<file path="src/rtl/pio_cycle_timer.sv">
module pio_cycle_timer #(
  parameter int AW          = 4,
  parameter int DW          = 16,
  parameter int CLK_NS      = 10,
  parameter int WAIT_MAX_NS = 1250
) (
  input  logic          clk,
  input  logic          rst_n,
  input  logic          req_i,
  input  logic          wr_i,
  input  logic [2:0]    mode_i,
  input  logic [AW-1:0] addr_i,
  input  logic [DW-1:0] wdata_i,
  output logic [AW-1:0] bus_addr_o,
  output logic          bus_rd_n_o,
  output logic          bus_wr_n_o,
  output logic          bus_oe_o,
  output logic [DW-1:0] bus_wdata_o,
  input  logic [DW-1:0] bus_rdata_i,
  input  logic          iordy_i,
  output logic [DW-1:0] rdata_o,
  output logic          done_o,
  output logic          err_o
);

  function automatic int clks(input int ns);
    return (ns + CLK_NS - 1) / CLK_NS;
  endfunction

  function automatic int setup_ns(input logic [2:0] m);
    case (m)
      3'd0:    return 70;
      3'd1:    return 50;
      3'd2:    return 30;
      3'd3:    return 30;
      default: return 25;
    endcase
  endfunction

  function automatic int pulse_ns(input logic [2:0] m);
    case (m)
      3'd0:    return 165;
      3'd1:    return 125;
      3'd2:    return 100;
      3'd3:    return 80;
      default: return 70;
    endcase
  endfunction

  function automatic int cycle_ns(input logic [2:0] m);
    case (m)
      3'd0:    return 600;
      3'd1:    return 383;
      3'd2:    return 240;
      3'd3:    return 180;
      default: return 120;
    endcase
  endfunction

  function automatic int recov_ns(input logic [2:0] m);
    case (m)
      3'd3:    return 70;
      3'd4:    return 25;
      default: return 0;
    endcase
  endfunction

  function automatic int ahold_ns(input logic [2:0] m);
    case (m)
      3'd0:    return 20;
      3'd1:    return 15;
      default: return 10;
    endcase
  endfunction

  function automatic int dhold_ns(input logic [2:0] m);
    case (m)
      3'd0:    return 30;
      3'd1:    return 20;
      3'd2:    return 15;
      default: return 10;
    endcase
  endfunction

  localparam int WAIT_CLKS = clks(WAIT_MAX_NS);
  localparam int WW        = $clog2(WAIT_CLKS + 1);
  localparam int TW        = $clog2(clks(cycle_ns(3'd0)) + clks(pulse_ns(3'd0)) + WAIT_CLKS + 16) + 1;
  localparam logic [WW-1:0] WAIT_LAST = WW'(WAIT_CLKS - 1);

  typedef enum logic [1:0] {S_IDLE, S_SETUP, S_ACT, S_REC} state_t;

  state_t        st;
  logic [2:0]    mode_q;
  logic          wr_q;
  logic          err_pend;
  logic [TW-1:0] cnt;
  logic [TW-1:0] rc;
  logic [WW-1:0] wcnt;

  logic [TW-1:0] su_m1, pw_m1, cyc_m1, rec_m1;
  int            rneed;

  always_comb begin
    rneed = clks(recov_ns(mode_q));
    if (clks(ahold_ns(mode_q)) > rneed) rneed = clks(ahold_ns(mode_q));
    if (clks(dhold_ns(mode_q)) > rneed) rneed = clks(dhold_ns(mode_q));
    if (rneed < 1) rneed = 1;
    su_m1  = TW'(clks(setup_ns(mode_q)) - 1);
    pw_m1  = TW'(clks(pulse_ns(mode_q)) - 1);
    cyc_m1 = TW'(clks(cycle_ns(mode_q)) - 1);
    rec_m1 = TW'(rneed - 1);
  end

  wire release_now = (cnt >= pw_m1) && (iordy_i || (wcnt == WAIT_LAST));
  wire finish_now  = (rc >= rec_m1) && (cnt >= cyc_m1);

  always_ff @(posedge clk or negedge rst_n) begin
    if (!rst_n) begin
      st          <= S_IDLE;
      mode_q      <= 3'd0;
      wr_q        <= 1'b0;
      err_pend    <= 1'b0;
      cnt         <= '0;
      rc          <= '0;
      wcnt        <= '0;
      bus_addr_o  <= '0;
      bus_wdata_o <= '0;
      bus_rd_n_o  <= 1'b1;
      bus_wr_n_o  <= 1'b1;
      bus_oe_o    <= 1'b0;
      rdata_o     <= '0;
      done_o      <= 1'b0;
      err_o       <= 1'b0;
    end else begin
      done_o <= 1'b0;
      err_o  <= 1'b0;
      case (st)
        S_IDLE: begin
          if (req_i) begin
            bus_addr_o  <= addr_i;
            bus_wdata_o <= wdata_i;
            wr_q        <= wr_i;
            mode_q      <= (mode_i > 3'd4) ? 3'd4 : mode_i;
            bus_oe_o    <= wr_i;
            cnt         <= '0;
            st          <= S_SETUP;
          end
        end
        S_SETUP: begin
          if (cnt == su_m1) begin
            bus_rd_n_o <= wr_q;
            bus_wr_n_o <= !wr_q;
            cnt        <= '0;
            wcnt       <= '0;
            st         <= S_ACT;
          end else begin
            cnt <= cnt + TW'(1);
          end
        end
        S_ACT: begin
          cnt <= cnt + TW'(1);
          if (release_now) begin
            bus_rd_n_o <= 1'b1;
            bus_wr_n_o <= 1'b1;
            if (!wr_q) rdata_o <= bus_rdata_i;
            err_pend   <= !iordy_i;
            rc         <= '0;
            st         <= S_REC;
          end else if (cnt >= pw_m1) begin
            wcnt <= wcnt + WW'(1);
          end
        end
        default: begin
          cnt <= cnt + TW'(1);
          rc  <= rc + TW'(1);
          if (finish_now) begin
            bus_oe_o <= 1'b0;
            done_o   <= 1'b1;
            err_o    <= err_pend;
            st       <= S_IDLE;
          end
        end
      endcase
    end
  end

endmodule


</file>
<file path="config.mk">
export PLATFORM = sky130hd
export DESIGN_NAME = pio_cycle_timer
export DESIGN_NICKNAME = d
export VERILOG_FILES = /design/src/rtl/pio_cycle_timer.sv
export SDC_FILE = /design/constraint.sdc
export NUM_CORES = 1
export LEC_CHECK = 0
export CAP_MARGIN = 20
export CORE_MARGIN = 3
export CORE_UTILIZATION = 45
export CTS_CLUSTER_SIZE = 40
export DETAILED_ROUTE_END_ITERATION = 10
export PLACE_DENSITY = 0.7
export SYNTH_ARGS = -nofsm -noshare
export SYNTH_HDL_FRONTEND = slang
export SYNTH_SLANG_ARGS = --single-unit
</file>
<file path="constraint.sdc">
create_clock -name clk -period 5.6 [get_ports clk]
set_input_delay 1.68 -clock clk [delete_from_list [all_inputs] [get_ports clk]]
set_output_delay 1.68 -clock clk [all_outputs]
set_load 0.1 [all_outputs]
</file>
==> impl_metrics.toml <==
[global_route]
grt_first_pass_wirelength_um = 18900
grt_pass1_vias = 4014
overflow = 0
grt_start_max_net_pins = 48
antenna_found_initial = 0
grt_usage = 0.202

[route]
wl_per_cell_um = 16.2
wirelength_um = 11200
ant_nets = 0
drc = 0
viasPerCell = 5.63
drt-initial-drc-count = 193
first_pass_iters = 4
vias = 3902

[sta]
max_freq_mhz = 199
setup_tns_ns = 0
setup_violations = 0
clock_skew_ns = 0.0106
worstMarginPinSlew_ns = 1.01
fin_crit_sh = 0.899
period_needed_ns = 5.04
hold_ws_ns = 0.490
rsz0062_at_grt = "no"
slew_headroom = 0.327
maxSlewViolCount = 0
hold_violations = 0

[die]
start_util = 0.475
die_area_um2 = 11800
die_width_um = 109
rows = 36
die_y_um = 109
core_um2 = 10000
num_io_pins = 85

[yosys]
ys_types = 69
yosys_warnings = 0
synth_async_sr_flop_share = 1.00
synth_seq_area_share = 0.385
syn-num-nets = 556
synth_cells = 473
synth_edf_count = 0
synthFlopType = "dfrtp_1"
syn-cell-area_um2 = 4750
syn_area_per_cell_um2 = 10.0
synth_seq_cells = 73

[setup_path]
worstPathCellList = "or2_2 -> inv_1 -> ha_1 -> inv_1 -> o22a_1 -> o21ai_0 -> o211ai_1 -> ha_1 -> nor2_1 -> and4b_1 -> a211oi_1 -> nor4_1 -> ha_1 -> ha_1 -> a21boi_0 -> o21ai_0 -> a32oi_1 -> o211ai_1 -> mux2_2"
cpPeakStageDelay_ns = 0.41
cp_common_cell = "ha_1"
cp_slowest_cell = "nor4_1"
worstPathArrival_ns = 5.27
start_kind = "register"
end_kind = "register"
crit_path_max_fanout = 10
cp.required_ns = 5.83
critical_path_class = "register to register"

[clocking]
cts_setup_buffers = 0
cts_made_buffers = 9
cts_resized = 0
clock_latency_ns = 0.35
holdBufCountCts = 0
clock_path_buffers = 2
root_buffer = "clkbuf_8"
path_clk_slew_ns = 0.08
h-tree-depth = 3
cts_tree = "built"
cts_sinks = 73

[finish]
drive_above_1_share = 0.132
fillCellCount = 863
final_nets = 638
post-route-util = 0.591
area_delta_synth_final_pct = 24.4
diodes = 0

[job]
cap_violations = 0

[min_path]
hp-class = "register to register"

[place]
hpwlAfterDp_um = 8510
portBuffers = 84
place_congestion = 0.883

[run_status]
status = "complete, no violations"
## placed cells by master, fill, tap and decap left out, types with 8 or more instances in the layout
cell type	n
a21oi_1	16
clkbuf_8	9
clkdlybuf4s50_1	83
dfrtp_1	71
ha_1	39
inv_1	25
mux2_1	8
mux2_2	33
nand2_1	20
nand3_1	12
nand4_1	8
nor2_1	42
nor3_1	9
nor4_1	8
o21ai_0	24
or3_1	10
xnor2_1	10
## layer usage
layer,track usage,vias up,routed length (µm)
met2,0.339,116,5430
met1,0.243,1882,4800
met4,0.0577,0,129
met5,0,-,0
met3,0.0734,14,846
li1,-,1890,-
## cell usage after synthesis (4+ instances only)
cell	number	area [µm²]
dfrtp_1	71	1780
o211ai_1	4	30.0
or4_1	5	37.5
xor2_1	6	52.6
a21oi_1	16	80.1
nor2_1	42	158
ha_1	39	488
or3_1	10	62.6
a2bb2oi_1	4	35.0
a22o_1	4	35.0
nor4_1	8	50.1
nor2b_1	4	25.0
inv_1	25	93.8
o31ai_1	4	30.0
and2_1	4	25.0
o21ai_0	24	120
mux2_1	8	90.1
nor3_1	9	45.0
nand3b_1	4	30.0
mux2_2	33	372
clkbuf_1	15	56.3
buf_6	4	45.0
nand4_1	8	50.1
a21boi_0	4	30.0
xnor2_1	10	87.6
nand2b_1	7	43.8
nand3_1	12	60.1
nand2_1	20	75.1
## registers in the layout (all words and copies together) (netlist names), 2 cells and up
| register | count |
|---|---|
| bus_wdata_o | 16 |
| rdata_o | 16 |
| cnt | 9 |
| rc | 9 |
| wcnt | 7 |
| bus_addr_o | 4 |
| mode_q | 3 |
| st | 2 |
## per-stage QoR
step | worst slack [ns] | std cells | cell area [µm²]
finish | 0.564 | 693 | 5910
global route | 0.0431 | 693 | 5910
CTS | 0.588 | 691 | 5870
detailed placement | 0.604 | 675 | 5680
global placement | 0.866 | 675 | 5680
floorplan | 0.741 | 473 | 4750
## cells by family (layout without fill, tap and decap cells)
group,Yosys count,in the layout,synth area share
AO/OA/AOI/OAI,101,101,0.156
XOR/XNOR,17,17,0.0329
adder cells (fa/ha/maj),39,39,0.103
buffers and inverters,46,133,0.0432
flip-flops,73,73,0.385
multiplexers,41,41,0.0972
other,2,2,0.00158
AND/OR/NAND/NOR,154,154,0.181
## area by class of cell
class                   instances  area (µm²)  share of cell area
multi-input cells             354        2710               0.459
clock inverters                 5        57.6             0.00974
clock buffers                  11         131              0.0222
flip-flops and latches         73        1830               0.310
inverters                      25        93.8              0.0159
repair buffers                 92         916               0.155
well taps                     133         166              0.0282
## critical path: cells and delay by family, from the launching register on
family                   cells  cell delay, ns
adder cells (fa/ha/maj)      4            1.17
AND/OR/NAND/NOR              4            1.14
AO/OA/AOI/OAI                8            1.66
flip-flops                   1            0.37
buffers and inverters        2            0.23
multiplexers                 1            0.36
## path summary, 6_finish.rpt
path / startpoint / to / slack (ns) / cells after the start
setup / recovery: mode_q[1] / st[1] / 0.56 / 19
hold / removal: rdata_o[6] / rdata_o[6] / 0.49 / 1
setup reg to reg: mode_q[1] / st[1] / 0.56 / 19
hold reg to reg: rdata_o[6] / rdata_o[6] / 0.49 / 1
max in group asynchronous: rst_n / bus_wr_n_o / 3.60 / 2
min in group asynchronous: rst_n / rdata_o[4] / 1.26 / 1
Power is left out: the tool's default activity adds up to more than one toggle a clock period on the data nets, which glitch-free logic cannot reach.
